**src/rtl/ser_irq_pkg.sv**
```systemverilog
package ser_irq_pkg;
  localparam int NCH        = 2;
  localparam int SRC_PER_CH = 3;
  localparam int NSRC       = NCH * SRC_PER_CH;

  // source slot inside a channel group; order is priority
  localparam int K_RX  = 0;
  localparam int K_TX  = 1;
  localparam int K_EXT = 2;

  typedef enum logic [1:0] {
    VT_TX   = 2'b00,
    VT_EXT  = 2'b01,
    VT_RX   = 2'b10,
    VT_SPEC = 2'b11
  } vtype_e;

  typedef enum logic [2:0] {
    CMD_NOP     = 3'd0,
    CMD_RST_EXT = 3'd1,
    CMD_ARM_RX  = 3'd2,
    CMD_RST_TX  = 3'd3,
    CMD_RST_IUS = 3'd4
  } cmd_e;

  typedef enum logic [1:0] {
    RXM_OFF   = 2'd0,
    RXM_FIRST = 2'd1,
    RXM_ALL   = 2'd2,
    RXM_ALLX  = 2'd3
  } rxm_e;

  typedef struct packed {
    rxm_e rxm;
    logic tx_ie;
    logic ext_ie;
  } ch_cfg_t;

  typedef struct packed {
    logic ext;
    logic tx;
    logic rx;
  } ch_pend_t;
endpackage

```
**src/rtl/ser_irq_regs.sv**
```systemverilog
module ser_irq_regs
  import ser_irq_pkg::*;
#(
  parameter int DW = 8
) (
  input  logic                 clk_i,
  input  logic                 rst_ni,
  input  logic                 we_i,
  input  logic [1:0]           sel_i,
  input  logic                 chan_i,
  input  logic [DW-1:0]        wdata_i,
  output ch_cfg_t [NCH-1:0]    cfg_o,
  output logic                 mie_o,
  output logic                 nov_o,
  output logic                 dlc_o,
  output logic [DW-1:0]        base_o,
  output logic [NCH-1:0]       rst_ext_o,
  output logic [NCH-1:0]       arm_rx_o,
  output logic [NCH-1:0]       rst_tx_o,
  output logic                 rst_ius_o
);
  localparam logic [1:0] SEL_CMD = 2'd0;
  localparam logic [1:0] SEL_CFG = 2'd1;
  localparam logic [1:0] SEL_MST = 2'd2;
  localparam logic [1:0] SEL_VEC = 2'd3;

  ch_cfg_t [NCH-1:0] cfg_q;
  logic              mie_q, nov_q, dlc_q;
  logic [DW-1:0]     base_q;
  logic              is_cmd;
  cmd_e              cmd;

  always_ff @(posedge clk_i or negedge rst_ni) begin
    if (!rst_ni) begin
      cfg_q  <= '0;
      mie_q  <= 1'b0;
      nov_q  <= 1'b0;
      dlc_q  <= 1'b0;
      base_q <= '0;
    end else if (we_i) begin
      unique case (sel_i)
        SEL_CFG: cfg_q[chan_i] <= ch_cfg_t'(wdata_i[3:0]);
        SEL_MST: begin
          mie_q <= wdata_i[0];
          nov_q <= wdata_i[1];
          dlc_q <= wdata_i[2];
        end
        SEL_VEC: base_q <= wdata_i;
        default: ;
      endcase
    end
  end

  assign is_cmd    = we_i && (sel_i == SEL_CMD);
  assign cmd       = cmd_e'(wdata_i[2:0]);
  assign rst_ius_o = is_cmd && (cmd == CMD_RST_IUS);

  for (genvar c = 0; c < NCH; c++) begin : g_cmd
    logic hit;
    assign hit          = is_cmd && (chan_i == 1'(c));
    assign rst_ext_o[c] = hit && (cmd == CMD_RST_EXT);
    assign arm_rx_o[c]  = hit && (cmd == CMD_ARM_RX);
    assign rst_tx_o[c]  = hit && (cmd == CMD_RST_TX);
  end

  assign cfg_o  = cfg_q;
  assign mie_o  = mie_q;
  assign nov_o  = nov_q;
  assign dlc_o  = dlc_q;
  assign base_o = base_q;
endmodule

```
**src/rtl/ser_irq_src.sv**
```systemverilog
module ser_irq_src
  import ser_irq_pkg::*;
#(
  parameter int SW = 2
) (
  input  logic          clk_i,
  input  logic          rst_ni,
  input  ch_cfg_t       cfg_i,
  input  logic          rx_char_i,
  input  logic          rx_spec_i,
  input  logic          rx_read_i,
  input  logic          tx_empty_i,
  input  logic [SW-1:0] stat_i,
  input  logic          rst_ext_i,
  input  logic          arm_rx_i,
  input  logic          rst_tx_i,
  output ch_pend_t      pend_o,
  output logic          spec_o,
  output logic [SW-1:0] stat_o
);
  logic          armed_q, rx_q, spec_q, tx_q, empty_q, ext_q, latch_q;
  logic [SW-1:0] snap_q;
  logic          rx_all, rx_hit, spec_hit, tx_rise, changed;

  assign rx_all   = (cfg_i.rxm == RXM_ALL) || (cfg_i.rxm == RXM_ALLX);
  assign rx_hit   = rx_char_i && (rx_all || (cfg_i.rxm == RXM_FIRST && armed_q));
  assign spec_hit = rx_spec_i && (cfg_i.rxm != RXM_OFF);
  assign tx_rise  = tx_empty_i && !empty_q;
  assign changed  = stat_i != snap_q;

  // receive: first-character arming, pending, special flavour
  always_ff @(posedge clk_i or negedge rst_ni) begin
    if (!rst_ni) begin
      armed_q <= 1'b1;
      rx_q    <= 1'b0;
      spec_q  <= 1'b0;
    end else begin
      if (rx_char_i && cfg_i.rxm == RXM_FIRST && armed_q) armed_q <= 1'b0;
      else if (arm_rx_i)                                   armed_q <= 1'b1;
      if (rx_read_i) begin
        rx_q   <= 1'b0;
        spec_q <= 1'b0;
      end else begin
        if (rx_hit || spec_hit) rx_q   <= 1'b1;
        if (spec_hit)           spec_q <= 1'b1;
      end
    end
  end

  // transmit: edge of buffer-empty raises pending once
  always_ff @(posedge clk_i or negedge rst_ni) begin
    if (!rst_ni) begin
      empty_q <= 1'b0;
      tx_q    <= 1'b0;
    end else begin
      empty_q <= tx_empty_i;
      if (rst_tx_i || !tx_empty_i)   tx_q <= 1'b0;
      else if (tx_rise && cfg_i.tx_ie) tx_q <= 1'b1;
    end
  end

  // ext/status: snapshot follows input until a change latches it
  always_ff @(posedge clk_i or negedge rst_ni) begin
    if (!rst_ni) begin
      ext_q   <= 1'b0;
      latch_q <= 1'b0;
      snap_q  <= '0;
    end else if (rst_ext_i) begin
      ext_q   <= 1'b0;
      latch_q <= 1'b0;
      snap_q  <= stat_i;
    end else if (!latch_q) begin
      snap_q <= stat_i;
      if (changed && cfg_i.ext_ie) begin
        ext_q   <= 1'b1;
        latch_q <= 1'b1;
      end
    end
  end

  assign pend_o.rx  = rx_q;
  assign pend_o.tx  = tx_q;
  assign pend_o.ext = ext_q;
  assign spec_o     = spec_q;
  assign stat_o     = latch_q ? snap_q : stat_i;
endmodule

```
**src/rtl/ser_irq_arb.sv**
```systemverilog
module ser_irq_arb
  import ser_irq_pkg::*;
#(
  parameter int DW = 8
) (
  input  logic             clk_i,
  input  logic             rst_ni,
  input  logic [NSRC-1:0]  pend_i,
  input  logic [NCH-1:0]   spec_i,
  input  logic             mie_i,
  input  logic             nov_i,
  input  logic             dlc_i,
  input  logic [DW-1:0]    base_i,
  input  logic             iei_i,
  input  logic             intack_i,
  input  logic             rst_ius_i,
  output logic             irq_o,
  output logic [DW-1:0]    vec_o,
  output logic [NSRC-1:0]  ius_o,
  output logic             ieo_o,
  output logic [NSRC-1:0]  sum_o
);
  logic [NSRC-1:0] ius_q, ius_clr, elig, win_oh;
  logic            found, win_a;
  vtype_e          win_t;

  // eligible: pending and no in-service bit at equal or higher priority
  always_comb begin
    logic blk;
    blk  = 1'b0;
    elig = '0;
    for (int i = 0; i < NSRC; i++) begin
      blk     = blk | ius_q[i];
      elig[i] = pend_i[i] & ~blk;
    end
  end

  always_comb begin
    found  = 1'b0;
    win_oh = '0;
    win_a  = 1'b0;
    win_t  = VT_TX;
    for (int i = 0; i < NSRC; i++) begin
      if (elig[i] && !found) begin
        found     = 1'b1;
        win_oh[i] = 1'b1;
        win_a     = (i / SRC_PER_CH) == 0;
        case (i % SRC_PER_CH)
          K_RX:    win_t = spec_i[i / SRC_PER_CH] ? VT_SPEC : VT_RX;
          K_TX:    win_t = VT_TX;
          default: win_t = VT_EXT;
        endcase
      end
    end
  end

  assign irq_o   = mie_i && iei_i && found;
  assign ius_clr = rst_ius_i ? (ius_q & (ius_q - NSRC'(1))) : ius_q;

  always_ff @(posedge clk_i or negedge rst_ni) begin
    if (!rst_ni)               ius_q <= '0;
    else if (intack_i && irq_o) ius_q <= ius_clr | win_oh;
    else                       ius_q <= ius_clr;
  end

  assign vec_o = (nov_i || !found) ? base_i
               : {base_i[DW-1:4], win_a, win_t, base_i[0]};
  assign ieo_o = iei_i && !dlc_i && (ius_q == '0);
  assign ius_o = ius_q;

  for (genvar i = 0; i < NSRC; i++) begin : g_sum
    assign sum_o[NSRC-1-i] = pend_i[i];
  end
endmodule

```
**src/rtl/ser_irq_prio.sv**
```systemverilog
module ser_irq_prio
  import ser_irq_pkg::*;
#(
  parameter int DW = 8,
  parameter int SW = 2
) (
  input  logic            clk_i,
  input  logic            rst_ni,
  input  logic            reg_we_i,
  input  logic [1:0]      reg_sel_i,
  input  logic            reg_chan_i,
  input  logic [DW-1:0]   reg_wdata_i,
  input  logic [1:0]      rx_char_i,
  input  logic [1:0]      rx_spec_i,
  input  logic [1:0]      rx_read_i,
  input  logic [1:0]      tx_empty_i,
  input  logic [SW-1:0]   stat_a_i,
  input  logic [SW-1:0]   stat_b_i,
  input  logic            intack_i,
  input  logic            iei_i,
  output logic            irq_o,
  output logic [DW-1:0]   vec_o,
  output logic [5:0]      ip_sum_o,
  output logic            ieo_o,
  output logic [SW-1:0]   stat_a_o,
  output logic [SW-1:0]   stat_b_o
);
  ch_cfg_t [NCH-1:0] cfg;
  logic              mie_q, nov_q, dlc_q, rst_ius;
  logic [DW-1:0]     base_q;
  logic [NCH-1:0]    rst_ext, arm_rx, rst_tx, spec;
  logic [NSRC-1:0]   pend_vec, ius_q;
  logic [SW-1:0]     stat_in  [NCH];
  logic [SW-1:0]     stat_out [NCH];

  assign stat_in[0] = stat_a_i;
  assign stat_in[1] = stat_b_i;
  assign stat_a_o   = stat_out[0];
  assign stat_b_o   = stat_out[1];

  ser_irq_regs #(.DW(DW)) u_regs (
    .clk_i, .rst_ni,
    .we_i(reg_we_i), .sel_i(reg_sel_i), .chan_i(reg_chan_i), .wdata_i(reg_wdata_i),
    .cfg_o(cfg), .mie_o(mie_q), .nov_o(nov_q), .dlc_o(dlc_q), .base_o(base_q),
    .rst_ext_o(rst_ext), .arm_rx_o(arm_rx), .rst_tx_o(rst_tx), .rst_ius_o(rst_ius)
  );

  for (genvar c = 0; c < NCH; c++) begin : g_ch
    ch_pend_t p;
    ser_irq_src #(.SW(SW)) u_src (
      .clk_i, .rst_ni, .cfg_i(cfg[c]),
      .rx_char_i(rx_char_i[c]), .rx_spec_i(rx_spec_i[c]), .rx_read_i(rx_read_i[c]),
      .tx_empty_i(tx_empty_i[c]), .stat_i(stat_in[c]),
      .rst_ext_i(rst_ext[c]), .arm_rx_i(arm_rx[c]), .rst_tx_i(rst_tx[c]),
      .pend_o(p), .spec_o(spec[c]), .stat_o(stat_out[c])
    );
    assign pend_vec[c*SRC_PER_CH + K_RX]  = p.rx;
    assign pend_vec[c*SRC_PER_CH + K_TX]  = p.tx;
    assign pend_vec[c*SRC_PER_CH + K_EXT] = p.ext;
  end

  ser_irq_arb #(.DW(DW)) u_arb (
    .clk_i, .rst_ni, .pend_i(pend_vec), .spec_i(spec),
    .mie_i(mie_q), .nov_i(nov_q), .dlc_i(dlc_q), .base_i(base_q),
    .iei_i, .intack_i, .rst_ius_i(rst_ius),
    .irq_o, .vec_o, .ius_o(ius_q), .ieo_o, .sum_o(ip_sum_o)
  );
endmodule

```
**config.mk**
```make
export PLATFORM = sky130hd
export DESIGN_NAME = ser_irq_prio
export DESIGN_NICKNAME = d
export VERILOG_FILES = /design/src/rtl/ser_irq_pkg.sv /design/src/rtl/ser_irq_regs.sv /design/src/rtl/ser_irq_src.sv /design/src/rtl/ser_irq_arb.sv /design/src/rtl/ser_irq_prio.sv
export SDC_FILE = /design/constraint.sdc
export NUM_CORES = 1
export LEC_CHECK = 0
export ABC_CLOCK_PERIOD_IN_PS = 3800
export BUFFER_PORTS_ARGS = -buffer_cell sky130_fd_sc_hd__buf_4
export CORE_ASPECT_RATIO = 0.75
export CORE_MARGIN = 4
export CORE_UTILIZATION = 45
export CTS_CLUSTER_SIZE = 16
export DETAILED_ROUTE_END_ITERATION = 12
export PLACE_DENSITY = 0.78
export SLEW_MARGIN = 10
export SYNTH_ARGS = -nofsm -noshare
export SYNTH_HDL_FRONTEND = slang
export SYNTH_SLANG_ARGS = --single-unit
export TNS_END_PERCENT = 50
```
**constraint.sdc**
```tcl
create_clock -name clk_i -period 3.8 [get_ports clk_i]
set_clock_uncertainty 0.05 [all_clocks]
set_input_delay 0.76 -clock clk_i [delete_from_list [all_inputs] [get_ports clk_i]]
set_output_delay 0.76 -clock clk_i [all_outputs]
set_load 0.05 [all_outputs]
```
Yosys cells after proc, flatten, opt, wreduce, memory -nomap -nowiden
Cells that the tools add are included.
- register bits after elaboration: 43
- input bits: 28
- output and inout bits: 20
- word-level logic and storage cells: 203
- add/subtract/negate cells: 1
- order comparisons: 2
- equal/unequal tests: 17
- muxes and demuxes: 60
- bitwise logic cells: 20
- reductions and logical operators: 76
- operator list (operator ; number):
    $mux 1 ; 44
    $logic_and 1x1->1 ; 37
    $reduce_bool 2->1 ; 12
    $mux 2 ; 10
    $eq 2x2->1 const B ; 6
    $mux 6 ; 2
    $logic_not 1->1 ; 11
    $reduce_and 2->1 ; 5
    $logic_or 1x1->1 ; 9
    $bwmux 8 ; 1
    $mux 4 ; 2
    $not 1->1 ; 7
    $and 1x1->1 ; 6
    $and 6x6->6 ; 1
    $eq 2x1->1 const B ; 3
    $eq 3x2->1 const B ; 2
    $logic_not 6->1 ; 1
    $or 6x6->6 ; 1
    $sub 6x1->6 const B ; 1
    $or 1x1->1 ; 5
    $demux 4 s1 ; 1
    $ne 2x1->1 const B ; 2
    $ne 2x2->1 ; 2
    $eq 3x1->1 const B ; 1
    4 further kinds ; 4

Longest topological paths before layout
Gate-level depths: netlist of the first run.
- depth in word-level cells: 21
- mapped depth: 5

Hierarchy
Synthesis of the first run repeated with hierarchy kept, for this count alone.
- cells, all modules: 200
- area total of the unflattened synthesis: 2213.4 µm²
- modules (own cells, without submodules) (module ; times used ; cells each ; area an instance (µm²) ; seq. area each (µm²)):
    ser_irq_src ; 2 ; 38 ; 416.6 ; 226.5
    ser_irq_regs ; 1 ; 56 ; 818.3 ; 475.5
    ser_irq_arb ; 1 ; 68 ; 561.8 ; 150.1

Worst setup path before layout of the first run
OpenSTA, ideal clock, no wires.
- path kind: register to output
- from: register u_arb.ius_q[2] (netlist: u_arb.ius_o[2])
- to: output vec_o[1]
- arrival: 1.903 ns
- required time: 2.990 ns
- path slack: 1.087 ns
- cell stages (with the launch flop): 6
- cells stage by stage: dfrtp_1 > buf_2 > nor4b_2 > nand4_1 > o2111a_1 > a22oi_1
- longest elaborated chain between the ends: 17
- RTL lines (item ; line ; source):
    start, declared ; ser_irq_arb.sv:23 ; logic [NSRC-1:0] ius_q, ius_clr, elig, win_oh;
    start signal, assigned ; ser_irq_arb.sv:62 ; else if (intack_i && irq_o) ius_q <= ius_clr | win_oh;
    start signal, assigned ; ser_irq_arb.sv:63 ; else ius_q <= ius_clr;
    $or 1x1->1 * ; ser_irq_arb.sv:33 ; blk = blk | ius_q[i];
    $not 1->1 ; ser_irq_arb.sv:34 ; elig[i] = pend_i[i] & ~blk;
    $and 1x1->1 ; ser_irq_arb.sv:34 ;
    $logic_and 1x1->1 ; ser_irq_arb.sv:44 ; if (elig[i] && !found) begin
    $mux 1 ; ser_irq_arb.sv:44 ;
    $logic_not 1->1 ; ser_irq_arb.sv:44 ;
    $logic_and 1x1->1 ; ser_irq_arb.sv:44 ;
    $mux 1 ; ser_irq_arb.sv:44 ;
    $logic_not 1->1 ; ser_irq_arb.sv:44 ;
    $logic_and 1x1->1 ; ser_irq_arb.sv:44 ;
    $mux 1 ; ser_irq_arb.sv:44 ;
    $logic_not 1->1 ; ser_irq_arb.sv:44 ;
    $logic_and 1x1->1 ; ser_irq_arb.sv:44 ;
    $mux 1 ; ser_irq_arb.sv:44 ;
    $logic_not 1->1 ; ser_irq_arb.sv:66 ; assign vec_o = (nov_i || !found) ? base_i
    $logic_or 1x1->1 ; ser_irq_arb.sv:66 ;
    $mux 4 * ; ser_irq_arb.sv:66 ;
    end, declared ; ser_irq_prio.sv:22 ; output logic [DW-1:0] vec_o,
Every way passes the cells marked *; elsewhere a longest branch is shown, timed or not.

Worst setup path after layout of the first run
- from: register u_arb.ius_q[1] (netlist: u_arb.ius_o[1])
- to: output vec_o[1]
- longest elaborated chain between the ends: 20
- RTL lines (item ; line):
    $or 1x1->1 * ; ser_irq_arb.sv:33
    $not 1->1 ; ser_irq_arb.sv:34
    $and 1x1->1 ; ser_irq_arb.sv:34
    $logic_and 1x1->1 ; ser_irq_arb.sv:44
    $mux 1 ; ser_irq_arb.sv:44
    $logic_not 1->1 ; ser_irq_arb.sv:44
    $logic_and 1x1->1 ; ser_irq_arb.sv:44
    $mux 1 ; ser_irq_arb.sv:44
    (+4 left out) ; -
    $logic_and 1x1->1 ; ser_irq_arb.sv:44
    $mux 1 ; ser_irq_arb.sv:44
    $logic_not 1->1 ; ser_irq_arb.sv:44
    $logic_and 1x1->1 ; ser_irq_arb.sv:44
    $mux 1 ; ser_irq_arb.sv:44
    $logic_not 1->1 ; ser_irq_arb.sv:66
    $logic_or 1x1->1 ; ser_irq_arb.sv:66
    $mux 4 * ; ser_irq_arb.sv:66
Marks and branches as above.

==> results of run 1 <==
-- cells in the mapped netlist, drive strengths merged (3+ instances only) --
master,n
nor3b,3
nor2,10
o22ai,3
dfrtp,41
o21a,4
nand3,6
nand2,10
inv,9
and3,3
nor2b,5
nor3,4
o31ai,3
buf,13
xor2,4
mux2,27
o21ai,13
a21oi,8
-- sequential cells by signal (all words and copies together) (netlist names) --
register and flops:
g_ch.u_src.snap_q 4, g_ch.u_src.tx_q 2, u_regs.base_o 8, g_ch.u_src.latch_q 2, g_ch.u_src.spec_o 2, g_ch.u_src.empty_q 2, g_ch.u_src.rx_q 2, u_arb.ius_o 6
g_ch.u_src.armed_q 2, u_regs.mie_o 1, u_regs.dlc_o 1, u_regs.cfg_o 8, g_ch.u_src.ext_q 2, u_regs.nov_o 1
-- report_power, final --
group	switching, W	internal, W
clock	0.000163	0.000165
combinational	0.000448	0.000294
sequential	0.000118	0.000570
-- routing by layer --
layer | up-vias | global-route usage, % | wire length, um
li1 | 783 | - | -
met1 | 761 | 24.6 | 2280
met2 | 59 | 26.1 | 2150
met3 | 8 | 4.93 | 349
met4 | 0 | 5.47 | 66
met5 | - | 0 | 0
-- cells in the final DEF, fill, tap and decap left out, types with 3 or more instances in the layout --
master	count
buf_4	47
dfrtp_1	41
mux2_2	25
o21ai_0	11
nor2_1	10
inv_1	9
nand2_1	9
a21oi_1	8
clkbuf_8	7
nand3_1	6
nor2b_1	5
xor2_1	4
o21a_1	4
nor3_1	3
and3_1	3
o31ai_1	3
o22ai_1	3
-- worst register-to-register path, stage by stage (launching register included) --
cell,delay [ns]
dfrtp_1,0.46
or3_4,0.43
nor3_4,0.17
a41oi_1,0.14
a31oi_1,0.17
-- layout make-up --
type | instances | area (um2) | share of cell area [%]
Clock buffer | 7 | 96.3 | 3.68
Multi-Input combinational cell | 130 | 981 | 37.4
Timing Repair Buffer | 47 | 353 | 13.5
Sequential cell | 43 | 1080 | 41.1
Inverter | 9 | 33.8 | 1.29
Tap cell | 57 | 71.3 | 2.72
Clock inverter | 1 | 7.51 | 0.286
-- worst max-delay path by stage --
stage | startpoint | end | slack, ns | cells past startpoint
after floorplan | u_arb.ius_o[2] | vec_o[1] | 1.09 | 5
after global placement | u_arb.ius_o[1] | vec_o[1] | 1.47 | 5
after detailed placement | u_arb.ius_o[1] | vec_o[1] | 1.34 | 5
after CTS | u_arb.ius_o[1] | vec_o[1] | 1.01 | 5
after global routing | u_arb.ius_o[2] | vec_o[1] | 0.91 | 5
final | u_arb.ius_o[1] | vec_o[1] | 1.00 | 5
-- through the flow --
stage	utilization, %	hold WS, ns	power [W]
2_1_floorplan	-	0.414	0.00126
3_3_place_gp	55.1	0.433	0.00143
3_5_place_dp	55.1	0.438	0.00144
4_1_cts	57.3	0.410	0.00177
5_1_grt	57.3	0.429	0.00186
6_report	57.3	0.380	0.00176
-- cell families after synthesis --
logic type	after synthesis	synth area share (%)
and+or+nand+nor	54	15.6
AOI/OAI and AO/OA	45	13.5
DFF	43	49.3
muxes	27	14.3
buffers and inverters	22	5.78
xor gates and xnor gates	4	1.60
==> flow_summary_export.csv, run 1 <==
group,metric,value,unit
logic_synthesis,synth_top_area_share,46.9,%
clock_network,holdBufCountCts,0,
detailed_routing,via_count,1611,
timing,max_freq,0.357,GHz
setup_path,endpoint_kind,"output port",
detailed_routing,drcViolationCount,0,
pwr,power_leakage,1.19,nW
logic_synthesis,yosysTopAreaCell,"dfrtp_1",
final_layout,n_fill_cell,423,
clock_network,h-tree-depth,2,
clock_network,cts-root-buf,"clkbuf_8",
logic_synthesis,ys_seq_area_share,49.3,%
place,dp.cells,286,
logic_synthesis,synth-main-ff-cell,"dfrtp_1",
die,floorplan.initialDensity,47.8,%
clock_network,cts_buffers,5,
timing,finalHoldViolCount,0,
logic_synthesis,synthArstFlopShare,100,%
setup_path,cp_cell_sequence,"nor4b_2 -> nand4_1 -> o2111a_1 -> a22oi_1 -> buf_4",
setup_path,cp-start-kind,"flip-flop",
grt,overflow,0,
final_layout,stdcell_count,294,
detailed_routing,drt-wirelength-per-cell,16.5,um
place,dp_hpwl,3.67,mm
timing,finalSetupViolations,0,
die,die-area,6050,um2
clock_network,cts.reportedPaths.clkPinSlew,0.08,ns
grt,grt_max_degree,44,
detailed_routing,viasPerCell,5.48,
timing,fin_crit_sh,73.7,%
clock_network,cts_buffer_depth,2,
setup_path,worstPathArrival,1.99,ns
logic_synthesis,syn-cell-area,2190,um2
setup_path,cp_max_fo,8,
setup_path,slowest_delay,0.46,ns
die,die_y,68.4,um
clock_network,post_cts_buffers,0,
place,pre_cts_slack,1.34,ns
grt,antenna_found_initial,0,
detailed_routing,firstDrtPassIters,4,
setup_path,path_buf_inv,1,
place,io_buffers,47,
pwr,ir_worst_vdd,0.000444,V
detailed_routing,postRouteAntennaNets,0,
detailed_routing,wl,4.85,mm
setup_path,required,2.99,ns
die,core,4570,um2
logic_synthesis,synth_area_per_cell,11.2,um2
place,post_dp_cell_area,2520,um2
clock_network,clock_sinks,43,
timing,finalWorstSetupSlack,1.00,ns
clock_network,clkLatencyLatePin,0.30,ns
setup_path,worstReg2RegEnd,"u_arb.ius_o[5]",
setup_path,rrSetupSlack,2.31,ns
clock_network,tritoncts,"done",
die,ioPinCount,48,
logic_synthesis,synth_edf_count,0,
final_layout,num_antenna_cells,0,
timing,tns,0,ns
timing,slew_viol_final,0,
logic_synthesis,ys_seq_elements,43,
timing,rsz0062_at_grt,"false",
setup_path,critPathKind,"flip-flop to output port",
timing,fin_crit,2.80,ns
logic_synthesis,yosys_warnings,0,
grt,grt_pass1_vias,1556,
setup_path,reg2reg_depth,4,
logic_synthesis,yosys-top-cells-area,"dfrtp_1 (47%), mux2_2 (13%), buf_4 (3.8%)",
logic_synthesis,netlist_instances,195,
setup_path,crit_slowest_cell,"dfrtp_1",
grt,grt.total_usage,17.5,%
clock_network,cts_resized,0,
setup_path,r2r-start,"u_arb.ius_o[1]",
die,rows,21,
logic_synthesis,synth_nets,223,
final_layout,area.growth.synth_to_final,19.9,%
logic_synthesis,synth_cell_type_count,45,
flow_run,max_cap_viol_count,0,
run_status,status,"completed",
die,die_x,88.5,um
timing,worst_pin_slew,0.537,ns
timing,relSlewSlack,64.2,%
detailed_routing,first_iter_violations,92,
setup_path,critical_path.top_delay_family,"simple AND/OR/NAND/NOR gates",
min_path,hp-class,"input pin to async pin",
grt,grt_pass1_wl,7.74,mm
final_layout,nNetsFinal,264,
pwr,p_per_area,671,nW/um2
place,gp_congestion,0.906,
final_layout,fin_area,2620,um2
final_layout,drive_above_1_share,38.0,%
Note: power is estimated with default switching activity, not from simulation.
==> run 2: changes to the inputs <==
--- a/config.mk
+++ b/config.mk
@@ -5,14 +5,14 @@
 export SDC_FILE = /design/constraint.sdc
 export NUM_CORES = 1
 export LEC_CHECK = 0
-export ABC_CLOCK_PERIOD_IN_PS = 3800
+export ABC_CLOCK_PERIOD_IN_PS = 2540
 export BUFFER_PORTS_ARGS = -buffer_cell sky130_fd_sc_hd__buf_4
 export CORE_ASPECT_RATIO = 0.75
 export CORE_MARGIN = 4
 export CORE_UTILIZATION = 45
 export CTS_CLUSTER_SIZE = 16
 export DETAILED_ROUTE_END_ITERATION = 12
-export PLACE_DENSITY = 0.78
+export PLACE_DENSITY = 0.81
 export SLEW_MARGIN = 10
 export SYNTH_ARGS = -nofsm -noshare
 export SYNTH_HDL_FRONTEND = slang
==> constraint.sdc (replaced) <==
create_clock -name clk_i -period 2.54 [get_ports clk_i]
set_clock_uncertainty 0.05 [all_clocks]
set_input_delay 0.508 -clock clk_i [delete_from_list [all_inputs] [get_ports clk_i]]
set_output_delay 0.508 -clock clk_i [all_outputs]
set_load 0.05 [all_outputs]
==> flow_summary_export.csv, run 2 (synthesis results as in run 1) <==
group,metric,value,unit
run_status,status,"completed",
setup_path,cp_max_fo,8,
die,die_x,88.5,um
final_layout,multi_input_area,1000,um2
clock_network,clkLatencyLatePin,0.30,ns
die,die-area,6050,um2
timing,fin_crit_sh,95.4,%
detailed_routing,firstDrtPassIters,4,
setup_path,worstPathArrival,1.87,ns
final_layout,nNetsFinal,265,
die,ioPinCount,48,
setup_path,endpoint_kind,"output port",
final_layout,area.growth.synth_to_final,22.3,%
clock_network,tritoncts,"done",
timing,worst_pin_slew,0.543,ns
grt,grt_pass1_vias,1643,
setup_path,required,1.98,ns
place,pre_cts_slack,0.412,ns
die,die_y,68.4,um
timing,rsz0062_at_grt,"false",
flow_run,max_cap_viol_count,0,
final_layout,final_common_cell,"buf_4",
clock_network,cts-root-buf,"clkbuf_8",
detailed_routing,wl,5.02,mm
pwr,power_leakage,1.21,nW
die,rows,21,
grt,grt_max_degree,44,
final_layout,n_fill_cell,411,
die,core,4570,um2
clock_network,cts_buffer_depth,2,
min_path,hp-class,"input pin to async pin",
timing,tns,0,ns
timing,finalHoldViolCount,0,
final_layout,final_cell_mix,"buf_4 (48), dfrtp_1 (39), mux2_2 (25), o21ai_0 (11), nor2_1 (10)",
setup_path,slowest_delay,0.49,ns
clock_network,h-tree-depth,2,
timing,slew_viol_final,0,
grt,antenna_found_initial,0,
detailed_routing,postRouteAntennaNets,0,
timing,finalSetupViolations,0,
grt,overflow,0,
detailed_routing,viasPerCell,5.76,
place,dp_hpwl,3.70,mm
place,gp_congestion,0.915,
timing,fin_crit,2.42,ns
pwr,ir_worst_vdd,0.000729,V
pwr,p_per_area,1040,nW/um2
grt,grt.total_usage,17.7,%
setup_path,critPathKind,"flip-flop to output port",
timing,relSlewSlack,63.8,%
place,io_buffers,47,
detailed_routing,drcViolationCount,0,
timing,max_freq,0.413,GHz
detailed_routing,via_count,1699,
clock_network,cts_buffers,5,
die,floorplan.initialDensity,47.8,%
final_layout,num_antenna_cells,0,
detailed_routing,first_iter_violations,85,
final_layout,drive_above_1_share,40.3,%
setup_path,cp-start-kind,"flip-flop",
final_layout,fin_area,2670,um2
final_layout,register_area,1080,um2
setup_path,cp_cell_sequence,"nor4b_4 -> nand4_1 -> o2111a_1 -> a22oi_1 -> buf_4",
setup_path,crit_slowest_cell,"dfrtp_2",
timing,finalWorstSetupSlack,0.116,ns
clock_network,cts.reportedPaths.clkPinSlew,0.08,ns
clock_network,clock_sinks,43,
grt,grt_pass1_wl,7.98,mm
place,post_dp_cell_area,2520,um2
detailed_routing,drt-wirelength-per-cell,17.0,um
run 2: changes by cell type in the layout (fill, tap and decap cells not counted), moves of 2 or more:
cell / previous run / this run
dfrtp_1: 41 / 39
dfrtp_2: 0 / 2
nor3_1: 3 / 1
nor3_2: 0 / 2
run 2: final timing paths:
kind	startpoint	end	slack (ns)	cells past startpoint
worst min-delay path	rst_ni	u_arb.ius_o[3]	0.12	1
min in group clk_i	tx_empty_i[1]	g_ch[1].u_src.empty_q	0.26	1
worst max register to register	u_arb.ius_o[1]	u_arb.ius_o[5]	1.04	4
worst min register to register	u_regs.cfg_o[5]	u_regs.cfg_o[5]	0.46	1
worst max-delay path	u_arb.ius_o[1]	vec_o[1]	0.12	5
max in group asynchronous	rst_ni	u_arb.ius_o[2]	1.92	1
run 2: worst max-delay path: cells and delay by family, from the launching register on:
kind            cells  cell delay (ns)
simple gates        2             0.48
buf+inv             1             0.24
compound gates      2             0.36
flops               1             0.49
run 2: stage by stage:
stage               util [%]  power, W  cells  hold slack (ns)
finish                  58.5   0.00277    295            0.119
global route            58.5   0.00290    295            0.179
CTS                     57.9   0.00274    295            0.149
detailed placement      55.2   0.00217    287            0.444
global placement        55.2   0.00214    287            0.429
floorplan                  -   0.00188    195            0.162
run 2: power by group:
part | leakage (nW) | total, W | switching, W | internal, W
registers | 0.511 | 0.00105 | 0.000197 | 0.000855
clock network | 0.0618 | 0.000573 | 0.000250 | 0.000324
logic | 0.642 | 0.00114 | 0.000689 | 0.000454
run 2: final cells by class:
class / instances / share of cell area, %
clock buffers: 6 / 3.09
clock inverters: 2 / 1.45
inverters: 9 / 1.26
multi-input cells: 130 / 37.6
flip-flops and latches: 43 / 40.4
well taps: 57 / 2.67
repair buffers: 48 / 13.5
run 2: what timing repair did:
item                                    in CTS  in global routing
hold buffers                                 0                  0
endpoints found under the setup margin       0                  1
resized for setup                            0                  6
buffers inserted                             0                  0
run 2: layer usage:
metal	part of all wire (%)	wire length [um]	vias to the layer above	global-route usage, %
met1	47	2390	841	25.4
met5	0	0	-	0
met2	44	2220	64	26.2
met3	6.6	334	8	3.97
met4	1.6	82	0	6.23
li1	-	-	786	-
==> run 3: changes to the inputs <==
--- a/config.mk
+++ b/config.mk
@@ -5,6 +5,7 @@
 export SDC_FILE = /design/constraint.sdc
 export NUM_CORES = 1
 export LEC_CHECK = 0
+export ABC_AREA = 1
 export ABC_CLOCK_PERIOD_IN_PS = 2540
 export BUFFER_PORTS_ARGS = -buffer_cell sky130_fd_sc_hd__buf_4
 export CORE_ASPECT_RATIO = 0.75
==> flow_summary_export.csv, run 3 <==
group,metric,value,unit
place,dp_hpwl,3.80,mm
final_layout,n_fill_cell,428,
grt,overflow,0,
logic_synthesis,ys_seq_elements,43,
logic_synthesis,synthAdderAreaFrac,0,%
detailed_routing,drt-wirelength-per-cell,13.5,um
min_path,hp-class,"input pin to async pin",
final_layout,drive_above_1_share,28.5,%
timing,fin_crit,2.41,ns
logic_synthesis,synth_compound_area_share,12.1,%
detailed_routing,firstDrtPassIters,5,
die,floorplan.initialDensity,47.6,%
pwr,p_per_area,1060,nW/um2
detailed_routing,postRouteAntennaNets,0,
timing,relSlewSlack,64.1,%
die,rows,21,
clock_network,cts-root-buf,"clkbuf_8",
clock_network,tritoncts,"done",
pwr,p_switching,0.00127,W
die,core,4570,um2
pwr,switching_share,45.8,%
setup_path,startpoint,"u_arb.ius_o[0]",
logic_synthesis,synth_top_family_by_area,"simple AND/OR/NAND/NOR gates",
setup_path,cp_max_fo,8,
setup_path,worstPathArrival,1.86,ns
logic_synthesis,synth-main-ff-cell,"dfrtp_1",
timing,finalSetupViolations,0,
logic_synthesis,ys_seq_area_share,49.6,%
detailed_routing,wl,4.75,mm
pwr,internal_power,0.00150,W
logic_synthesis,synthMuxAreaShare,2.07,%
die,die-area,6020,um2
die,die_y,68.2,um
timing,max_freq,0.414,GHz
setup_path,endpoint_kind,"output port",
timing,slew_viol_final,0,
clock_network,clock_sinks,43,
final_layout,final_common_cell,"buf_4",
logic_synthesis,syn-cell-area,2170,um2
final_layout,nNetsFinal,322,
detailed_routing,drcViolationCount,0,
setup_path,r2r-start,"u_arb.ius_o[0]",
timing,worst_pin_slew,0.538,ns
logic_synthesis,synth_top_cells_by_count,"dfrtp_1 (41), nand2_1 (41), inv_1 (34)",
timing,rsz0062_at_grt,"false",
clock_network,h-tree-depth,2,
final_layout,fin_area,2610,um2
die,ioPinCount,48,
pwr,p_seq_share,35.4,%
timing,fin_crit_sh,95.0,%
place,io_buffers,47,
detailed_routing,via_count,1755,
grt,grt_pass1_wl,8.31,mm
logic_synthesis,synth_area_per_cell,8.66,um2
final_layout,multi_input_area,881,um2
place,post_dp_cell_area,2510,um2
setup_path,crit_slowest_cell,"dfrtp_2",
logic_synthesis,synth_nets,279,
setup_path,cp_cell_sequence,"nor2_4 -> nand3_2 -> nor3_2 -> nor2_1 -> o21ai_1 -> buf_4",
pwr,p_total,0.00277,W
pwr,clock_power_share,15.1,%
logic_synthesis,synth_top_area_share,47.2,%
grt,grt_max_degree,44,
logic_synthesis,yosys_warnings,0,
clock_network,cts_buffers,5,
die,die_x,88.3,um
setup_path,cp-start-kind,"flip-flop",
timing,finalHoldViolCount,0,
clock_network,clkLatencyLatePin,0.29,ns
place,pre_cts_slack,0.319,ns
detailed_routing,first_iter_violations,141,
timing,tns,0,ns
grt,grt_pass1_vias,1825,
logic_synthesis,synth_xor_area_share,1.61,%
detailed_routing,viasPerCell,4.99,
clock_network,cts_buffer_depth,2,
pwr,pwr-share-comb,49.4,%
grt,grt.total_usage,18.0,%
clock_network,cts.reportedPaths.clkPinSlew,0.08,ns
flow_run,max_cap_viol_count,0,
final_layout,num_antenna_cells,0,
logic_synthesis,yosysTopAreaCell,"dfrtp_1",
setup_path,slowest_delay,0.45,ns
final_layout,area.growth.synth_to_final,20.0,%
pwr,power_leakage,1.30,nW
final_layout,register_area,1080,um2
timing,hold_ws,0.151,ns
logic_synthesis,synth_cell_type_count,30,
logic_synthesis,synth_edf_count,0,
grt,antenna_found_initial,0,
run_status,status,"completed",
logic_synthesis,synthArstFlopShare,100,%
logic_synthesis,synth_simple_gate_area_share,24.6,%
setup_path,critPathKind,"flip-flop to output port",
timing,finalWorstSetupSlack,0.126,ns
logic_synthesis,yosys-top-cells-area,"dfrtp_1 (47%), nand2_1 (7.1%), inv_1 (5.9%)",
final_layout,final_cell_mix,"buf_4 (48), nand2_1 (41), dfrtp_1 (40), inv_1 (34), o21ai_0 (25)",
setup_path,required,1.98,ns
place,gp_congestion,0.840,
logic_synthesis,netlist_instances,251,
pwr,ir_worst_vdd,0.000518,V
## run 3: cell types whose count changed in the layout (fill, tap and decap cells not counted), sizes merged, moves of 5 or more
cell / change
mux2: -23
inv: +25
nand2: +36
o21ai: +20
nand3: +5
nor2b: -5
nand4: +8
nor2: +18
## run 3: path summary, 6_finish.rpt
path,depth (start not counted),to,slack (ns)
setup / recovery,6,vec_o[2],0.13
hold / removal,1,g_ch[0].u_src.snap_q[1],0.15
setup reg to reg,5,u_arb.ius_o[3],1.12
hold reg to reg,2,u_regs.base_o[1],0.44
max in group asynchronous,1,u_arb.ius_o[0],1.90
min in group clk_i,1,g_ch[1].u_src.empty_q,0.29
## run 3: power groups by stage
stage / clock network [W] / registers, W / logic (W)
2_1_floorplan: 0 / 0.000951 / 0.00106
3_5_place_dp: 0 / 0.000988 / 0.00136
4_1_cts: 0.000430 / 0.000979 / 0.00136
3_3_place_gp: 0 / 0.000980 / 0.00132
5_1_grt: 0.000455 / 0.00101 / 0.00150
6_report: 0.000419 / 0.000981 / 0.00137
## run 3: logic make-up (layout without fill, tap and decap cells)
logic type,after synthesis,in the layout
xor gates and xnor gates,4,4
AOI/OAI and AO/OA,50,50
and+or+nand+nor,103,103
muxes,4,4
buffers and inverters,47,91
DFF,43,43
## run 3: per-stage QoR
step / utilization [%] / instances
floorplan: - / 251
global placement: 55.0 / 343
detailed placement: 55.0 / 343
CTS: 56.9 / 351
global route: 57.1 / 352
finish: 57.1 / 352
## run 3: cell type report
class	count	area share, %
Multi-Input combinational cell	161	33.8
Timing Repair Buffer	48	13.8
Clock buffer	6	2.78
Sequential cell	43	41.4
Clock inverter	2	0.480
Inverter	35	5.04
Tap cell	57	2.73
## run 3: worst max-delay path: cells and delay by family (launching register included)
| family | cells | cell delay (ns) |
|---|---|---|
| AND/OR/NAND/NOR | 4 | 0.74 |
| flip-flops | 1 | 0.45 |
| AO/OA/AOI/OAI | 1 | 0.15 |
| buffers and inverters | 1 | 0.22 |
## run 3: repair_timing
action	4_1_cts	5_1_grt
pin swaps	0	1
hold buffers	0	0
gates resized for setup	1	1
cloned	0	0
endpoints found under the setup margin	1	3
setup buffers	0	1
## run 3: metal layers
layer | track usage (%) | vias to the layer above | share of wire (%) | wire [um]
li1 | - | 899 | - | -
met1 | 24.9 | 796 | 47 | 2250
met2 | 29.5 | 54 | 45 | 2120
met3 | 4.33 | 6 | 7.0 | 333
met4 | 3.21 | 0 | 0.84 | 40
met5 | 0 | - | 0 | 0
